<file path="config.mk">
export PLATFORM = sky130hd
export DESIGN_NAME = ee2w_slave
export DESIGN_NICKNAME = d
export VERILOG_FILES = /design/src/rtl/ee2w_pkg.sv /design/src/rtl/ee2w_filter.sv /design/src/rtl/ee2w_cond.sv /design/src/rtl/ee2w_fsm.sv /design/src/rtl/ee2w_slave.sv
export SDC_FILE = /design/constraint.sdc
export NUM_CORES = 1
export LEC_CHECK = 0
export ABC_CLOCK_PERIOD_IN_PS = 2100
export CAP_MARGIN = 20
export CORE_UTILIZATION = 50
export CTS_CLUSTER_SIZE = 28
export DETAILED_ROUTE_END_ITERATION = 7
export PLACE_DENSITY = 0.76
export SKIP_CTS_REPAIR_TIMING = 1
export SYNTH_ARGS = -nofsm -noshare
export SYNTH_HDL_FRONTEND = slang
export SYNTH_SLANG_ARGS = --single-unit
</file>
<file path="constraint.sdc">
create_clock -name clk -period 2.1 [get_ports clk]
set_input_delay 0.63 -clock clk [delete_from_list [all_inputs] [get_ports clk]]
set_output_delay 0.63 -clock clk [all_outputs]
set_load 0.05 [all_outputs]
</file>
<file path="src/rtl/ee2w_pkg.sv">
package ee2w_pkg;
  typedef enum logic [2:0] {
    ST_IDLE,
    ST_DEV,
    ST_ADRH,
    ST_ADRL,
    ST_WR,
    ST_RD,
    ST_WAIT
  } ee2w_state_e;

  localparam logic [3:0] DEV_CODE = 4'b1010;
  localparam int BYTE_W = 8;
endpackage

</file>
<file path="src/rtl/ee2w_filter.sv">
module ee2w_filter #(
  parameter int SYNC_STAGES = 2
) (
  input  logic clk,
  input  logic rst_n,
  input  logic din,
  output logic dout
);
  logic [SYNC_STAGES-1:0] sync_q;
  logic [2:0]             win_q;
  logic                   vote;

  assign vote = (win_q[0] & win_q[1]) | (win_q[1] & win_q[2]) | (win_q[0] & win_q[2]);

  always_ff @(posedge clk or negedge rst_n) begin
    if (!rst_n) begin
      sync_q <= '1;
      win_q  <= '1;
      dout   <= 1'b1;
    end else begin
      sync_q <= {sync_q[SYNC_STAGES-2:0], din};
      win_q  <= {win_q[1:0], sync_q[SYNC_STAGES-1]};
      dout   <= vote;
    end
  end
endmodule

</file>
<file path="src/rtl/ee2w_cond.sv">
module ee2w_cond (
  input  logic clk,
  input  logic rst_n,
  input  logic scl_f,
  input  logic sda_f,
  output logic scl_rise,
  output logic scl_fall,
  output logic start_det,
  output logic stop_det
);
  logic scl_q, sda_q;

  always_ff @(posedge clk or negedge rst_n) begin
    if (!rst_n) begin
      scl_q <= 1'b1;
      sda_q <= 1'b1;
    end else begin
      scl_q <= scl_f;
      sda_q <= sda_f;
    end
  end

  assign scl_rise  = scl_f & ~scl_q;
  assign scl_fall  = ~scl_f & scl_q;
  assign start_det = scl_f & scl_q & sda_q & ~sda_f;
  assign stop_det  = scl_f & scl_q & ~sda_q & sda_f;
endmodule

</file>
<file path="src/rtl/ee2w_fsm.sv">
module ee2w_fsm
  import ee2w_pkg::*;
#(
  parameter int ADDR_W  = 13,
  parameter int STRAP_W = 3
) (
  input  logic              clk,
  input  logic              rst_n,
  input  logic              scl_lvl,
  input  logic              sda_lvl,
  input  logic              scl_rise,
  input  logic              scl_fall,
  input  logic              start_det,
  input  logic              stop_det,
  input  logic [STRAP_W-1:0] strap,
  input  logic              wr_busy,
  input  logic [BYTE_W-1:0] rd_data,
  output logic              sda_oe,
  output logic              addr_load,
  output logic [ADDR_W-1:0] addr_value,
  output logic              wr_valid,
  output logic [BYTE_W-1:0] wr_data,
  output logic              wr_commit,
  output logic              rd_req
);
  localparam int HI_W = ADDR_W - BYTE_W;

  ee2w_state_e       state, nxt;
  logic [3:0]        cnt;
  logic              in_ack;
  logic              m_ack;
  logic              got_data;
  logic [BYTE_W-1:0] rx_q;
  logic [BYTE_W-1:0] tx_q;
  logic [HI_W-1:0]   hi_q;
  logic [BYTE_W-1:0] byte_in;

  assign byte_in = {rx_q[BYTE_W-2:0], sda_lvl};

  always_ff @(posedge clk or negedge rst_n) begin
    if (!rst_n) begin
      state      <= ST_IDLE;
      nxt        <= ST_IDLE;
      cnt        <= '0;
      in_ack     <= 1'b0;
      m_ack      <= 1'b0;
      got_data   <= 1'b0;
      rx_q       <= '0;
      tx_q       <= '1;
      hi_q       <= '0;
      sda_oe     <= 1'b0;
      addr_load  <= 1'b0;
      addr_value <= '0;
      wr_valid   <= 1'b0;
      wr_data    <= '0;
      wr_commit  <= 1'b0;
      rd_req     <= 1'b0;
    end else begin
      addr_load <= 1'b0;
      wr_valid  <= 1'b0;
      wr_commit <= 1'b0;
      rd_req    <= 1'b0;
      if (rd_req) tx_q <= rd_data;

      if (start_det) begin
        state    <= ST_DEV;
        cnt      <= '0;
        in_ack   <= 1'b0;
        sda_oe   <= 1'b0;
        got_data <= 1'b0;
      end else if (stop_det) begin
        if (state == ST_WR && got_data) wr_commit <= 1'b1;
        state  <= ST_IDLE;
        cnt    <= '0;
        in_ack <= 1'b0;
        sda_oe <= 1'b0;
      end else if (state != ST_IDLE && state != ST_WAIT) begin
        if (scl_rise) begin
          if (!in_ack) begin
            cnt <= cnt + 4'd1;
            if (state != ST_RD) begin
              rx_q <= byte_in;
              if (cnt == 4'd7) begin
                case (state)
                  ST_DEV: begin
                    if (byte_in[7:4] == DEV_CODE && byte_in[3:1] == strap && !wr_busy) begin
                      nxt <= byte_in[0] ? ST_RD : ST_ADRH;
                      if (byte_in[0]) rd_req <= 1'b1;
                    end else begin
                      state <= ST_WAIT;
                      cnt   <= '0;
                    end
                  end
                  ST_ADRH: begin
                    hi_q <= byte_in[HI_W-1:0];
                    nxt  <= ST_ADRL;
                  end
                  ST_ADRL: begin
                    addr_load  <= 1'b1;
                    addr_value <= {hi_q, byte_in};
                    nxt        <= ST_WR;
                  end
                  default: begin
                    wr_valid <= 1'b1;
                    wr_data  <= byte_in;
                    got_data <= 1'b1;
                    nxt      <= ST_WR;
                  end
                endcase
              end
            end
          end else if (state == ST_RD) begin
            m_ack <= ~sda_lvl;
            if (!sda_lvl) rd_req <= 1'b1;
          end
        end else if (scl_fall) begin
          if (!in_ack && cnt == 4'd8) begin
            in_ack <= 1'b1;
            sda_oe <= (state != ST_RD);
          end else if (in_ack) begin
            in_ack <= 1'b0;
            cnt    <= '0;
            if (state == ST_RD && !m_ack) begin
              state  <= ST_WAIT;
              sda_oe <= 1'b0;
            end else begin
              if (state != ST_RD) state <= nxt;
              if (state == ST_RD || nxt == ST_RD) begin
                sda_oe <= ~tx_q[BYTE_W-1];
                tx_q   <= {tx_q[BYTE_W-2:0], 1'b1};
              end else begin
                sda_oe <= 1'b0;
              end
            end
          end else if (state == ST_RD && cnt != 4'd0) begin
            sda_oe <= ~tx_q[BYTE_W-1];
            tx_q   <= {tx_q[BYTE_W-2:0], 1'b1};
          end
        end
      end
    end
  end

  AST_OE_SCL_LOW: assert property (@(posedge clk) disable iff (!rst_n)
    !$stable(sda_oe) |-> !scl_lvl);
  AST_ONE_REQ: assert property (@(posedge clk) disable iff (!rst_n)
    $onehot0({addr_load, wr_valid, wr_commit, rd_req}));
  AST_WR_ON_RISE: assert property (@(posedge clk) disable iff (!rst_n)
    wr_valid |-> $past(scl_rise));
  AST_COMMIT_STOP: assert property (@(posedge clk) disable iff (!rst_n)
    wr_commit |-> $past(stop_det));
  AST_RDREQ_RISE: assert property (@(posedge clk) disable iff (!rst_n)
    rd_req |-> $past(scl_rise));
  AST_START_RESTART: assert property (@(posedge clk) disable iff (!rst_n)
    start_det |=> (state == ST_DEV && !sda_oe && cnt == 4'd0));
endmodule

</file>
<file path="src/rtl/ee2w_slave.sv">
module ee2w_slave #(
  parameter int ADDR_W      = 13,
  parameter int STRAP_W     = 3,
  parameter int SYNC_STAGES = 2
) (
  input  logic               clk,
  input  logic               rst_n,
  input  logic               scl_i,
  input  logic               sda_i,
  input  logic [STRAP_W-1:0] strap,
  input  logic               wr_busy,
  input  logic [7:0]         rd_data,
  output logic               sda_oe,
  output logic               addr_load,
  output logic [ADDR_W-1:0]  addr_value,
  output logic               wr_valid,
  output logic [7:0]         wr_data,
  output logic               wr_commit,
  output logic               rd_req
);
  localparam int N_LINES = 2;

  logic [N_LINES-1:0] raw_w, flt_w;
  logic scl_rise, scl_fall, start_det, stop_det;

  assign raw_w = {sda_i, scl_i};

  for (genvar g = 0; g < N_LINES; g++) begin : g_line
    ee2w_filter #(.SYNC_STAGES(SYNC_STAGES)) u_filt (
      .clk  (clk),
      .rst_n(rst_n),
      .din  (raw_w[g]),
      .dout (flt_w[g])
    );
  end

  ee2w_cond u_cond (
    .clk      (clk),
    .rst_n    (rst_n),
    .scl_f    (flt_w[0]),
    .sda_f    (flt_w[1]),
    .scl_rise (scl_rise),
    .scl_fall (scl_fall),
    .start_det(start_det),
    .stop_det (stop_det)
  );

  ee2w_fsm #(.ADDR_W(ADDR_W), .STRAP_W(STRAP_W)) u_fsm (
    .clk       (clk),
    .rst_n     (rst_n),
    .scl_lvl   (flt_w[0]),
    .sda_lvl   (flt_w[1]),
    .scl_rise  (scl_rise),
    .scl_fall  (scl_fall),
    .start_det (start_det),
    .stop_det  (stop_det),
    .strap     (strap),
    .wr_busy   (wr_busy),
    .rd_data   (rd_data),
    .sda_oe    (sda_oe),
    .addr_load (addr_load),
    .addr_value(addr_value),
    .wr_valid  (wr_valid),
    .wr_data   (wr_data),
    .wr_commit (wr_commit),
    .rd_req    (rd_req)
  );
endmodule

</file>
==> impl_results.md, run 1 <==
* Max Cap Violations at 0
* Worst Path Required at 2330 ps
* Top fanout value on the critical path at 4
* Cell Pwr Density at between 700 and 800 mW/mm²
* Setup crit end kind: register
* Initial Utilization at 52.88%
* Core area at 0.006495 mm²
* Master of the slowest instance on the critical path: sky130_fd_sc_hd__dfrtp_1
* Total wirelength of the detailed-routed design at 6745 µm
* Global-route total usage across every layer at about a fifth
* Number of diodes at 0
* Maximum vdd ir drop at approximately 0.56 mV
* Number of port buffers at 41
* Post-Syn Area at 0.003435 mm²
* DR iter-0 viols at 150
* Transition at the pin with the smallest max-transition slack at 503.5 ps
* Via count at ~2400
* Die Footprint at 0.007205 mm²
* Vias in the first global route at 2350
* Nets in the synthesized netlist at 297
* Placement row count at 29
* I/O pin cnt at between 40 and 50
* Setup repair after global routing missed its margin: false
* List of cells traversed by the critical path: ha_1 -> and4bb_2 -> a31oi_1 -> a2111o_1 -> o21ai_1 -> mux2_2
* Iteration count of the initial detailed-routing pass at 6
* DRC at 5
* Proportion of register bits with asynchronous set or reset after synthesis at 100.0%
* Synthesis warning total at 0
* Root cell of the clock tree: sky130_fd_sc_hd__clkbuf_8
* Cell count after synthesis at 276
* Final setup violation count at 0
* Fin crit share at 97.86%
* Vias per Instance at 5.617
* Worst setup startpoint: u_fsm.cnt[1]$_DFFE_PN0P_
* Register bit count reported by yosys at 73
* Worst r2r src: u_fsm.cnt[1]$_DFFE_PN0P_
* Syn-to-layout area delta at 24.12%
* Clock tree skew after final layout at about 12 ps
* Most used cells in the layout excluding fill and tap cells: 51 x sky130_fd_sc_hd__dfrtp_1, 45 x sky130_fd_sc_hd__buf_4, 22 x sky130_fd_sc_hd__dfstp_2, 20 x sky130_fd_sc_hd__mux2_2, 17 x sky130_fd_sc_hd__nand2_1
* Level count of the clock H-tree at 3
* Pre-CTS setup slack at -297.5 ps
* Global-route wire length before repair at between 10000 and 15000 µm
* Post-Route Setup TNS at 0 ps
* Violated checks: design-rule violations
* Unique cell type count in the Yosys netlist at 60
* Max Transition Viols Final at 0
* Max clock buf depth at 2
* Final-report hold violation count at 0
* Achievable Freq at around 490 MHz
* Post-synth EDFFs at 0
* Placer congestion estimate at around 0.9
* Dominant synthesized flop cell: sky130_fd_sc_hd__dfrtp_1
* Type of element launching the critical path: register
* Share of synthesized area occupied by flip-flops and latches at 53.99%
* Routed WL per cell at 16.06 µm
* Horizontal die dimension at 84.88 µm
* Final critical-path setup slack at 44.94 ps
* Insertion delay of the later-clocked pin in the worst-skew pair at 350 ps
* Kind of cell with the highest combined delay on the critical path: compound AO/OA/AOI/OAI gates
* Grt total ovfl at 0
* Largest net degree at the start of global routing at 74
* Mean cell area of the mapped netlist at 12.44 µm²
* Maximum cell stage delay along the critical path at 400 ps
* Post-detailed-placement half-perimeter wirelength at 4406 µm
* Initial antenna violation count at 0
* Layout cell share with drive strength beyond 1 at 39.65%
* Arrival time at the worst endpoint at 2280 ps
* Buffer and inverter count on the worst path at 0
* Leading cell type in the layout, fill and taps excluded: sky130_fd_sc_hd__dfrtp_1
* Clock tree from TritonCTS: done
* Die Span Y at 84.88 µm
* Clock tree sinks at 73
* Worst max-slew margin expressed relative to the limit at roughly two thirds
* Leakage power total at ~2.0 nW
* Worst hold-check path type: input pin to async pin
* Clock buffers created by TritonCTS at 9
* Minimum clock period after layout at 2055 ps
* Number of nets in the layout at around 360
* Class of the most critical setup path: register to register
* Antenna-violating nets left at 0
* Run status: finished, violations left
* CTS clock-pin slew for the worst setup and hold paths at 80 ps
==> Yosys cell counts (all sizes together) (3+ instances only) <==
library cell | n | area share (%)
a21oi | 7 | 1.0
buf | 12 | 2.4
dfrtp | 51 | 37
dfstp | 22 | 17
ha | 5 | 1.8
inv | 9 | 0.98
mux2 | 34 | 13
mux2i | 9 | 2.6
nand2 | 17 | 1.9
nand3 | 3 | 0.44
nand3b | 6 | 1.3
nor2 | 14 | 1.6
nor2b | 7 | 1.3
nor3 | 9 | 1.3
nor4 | 3 | 0.98
o21a | 3 | 0.66
o21ai | 18 | 2.7
xnor2 | 5 | 1.5
==> cell type report <==
class	count	area [µm²]
Inverter	9	33.78
Clock inverter	5	63.81
Clock buffer	11	131.4
Multi-Input combinational cell	180	1508
Fill cell	466	2232
Tap cell	77	96.34
Timing Repair Buffer	65	575.6
Sequential cell	73	1854
==> flip-flops by register name (all words and copies together), names as in the netlist, 2 cells and up <==
| name | flops |
|---|---|
| g_line.u_filt.dout | 2 |
| g_line.u_filt.sync_q | 4 |
| g_line.u_filt.win_q | 6 |
| u_fsm.addr_value | 13 |
| u_fsm.cnt | 4 |
| u_fsm.hi_q | 5 |
| u_fsm.nxt | 3 |
| u_fsm.rx_q | 7 |
| u_fsm.state | 3 |
| u_fsm.tx_q | 8 |
| u_fsm.wr_data | 8 |
==> power by group <==
part | total, mW | switching [mW] | internal [mW]
registers | 1.64 | 0.123 | 1.51
logic | 0.501 | 0.250 | 0.251
clock network | 1.08 | 0.527 | 0.558
total | 3.22 | 0.899 | 2.32
==> metal layers <==
metal  part of all wire, %  wire [µm]  up-vias  track usage (%)
met3                   5.3        360       13            3.502
met2                    45       3055       80            30.97
li1                      -          -     1109                -
met5                     0          0        -                0
met4                   2.8        192        0            11.09
met1                    46       3136     1157            27.81
==> worst paths after layout <==
check	depth (start not counted)	to	slack, ps
max in group asynchronous	2	g_line[0].u_filt.dout$_DFF_PN1_	1450
hold reg to reg	0	g_line[0].u_filt.win_q[0]$_DFF_PN1_	360
min in group clk	0	g_line[0].u_filt.win_q[0]$_DFF_PN1_	360
setup reg to reg	6	u_fsm.state[0]$_DFFE_PN0P_	40
setup / recovery	6	u_fsm.state[0]$_DFFE_PN0P_	40
hold / removal	2	u_fsm.in_ack$_DFFE_PN0P_	300
==> kinds of logic (layout without fill, tap and decap cells) <==
family                     Yosys count  in the layout  share of synthesized area [%]
muxes                               43             43                          15.30
DFF                                 73             73                          53.99
adders and majority gates            7              7                          2.404
xor gates and xnor gates             7              7                          2.004
buffers and inverters               23             90                          3.570
AOI/OAI and AO/OA                   49             49                          9.763
and+or+nand+nor                     74             74                          12.97
==> metrics by stage <==
| step | hold WS (ps) | cells | utilization (%) | area, µm² | power (mW) |
|---|---|---|---|---|---|
| detailed placement | 347.2 | 399 | 61.05 | 3965 | 2.126 |
| global placement | 346.6 | 399 | 61.05 | 3965 | 2.112 |
| floorplan | 334.4 | 276 | - | 3435 | 1.936 |
| CTS | 313.2 | 415 | 64.05 | 4160 | 3.218 |
| global route | 347.0 | 420 | 65.63 | 4263 | 3.380 |
| finish | 296.0 | 420 | 65.63 | 4263 | 3.222 |
Note: power is estimated with default switching activity, not from simulation.
==> inputs of run 2 (changes only) <==
Settings changed: GPL_TIMING_DRIVEN set to 1.
==> results of run 2 <==
Same layout as run 1: the final DEF is identical, and so are final timing and power.
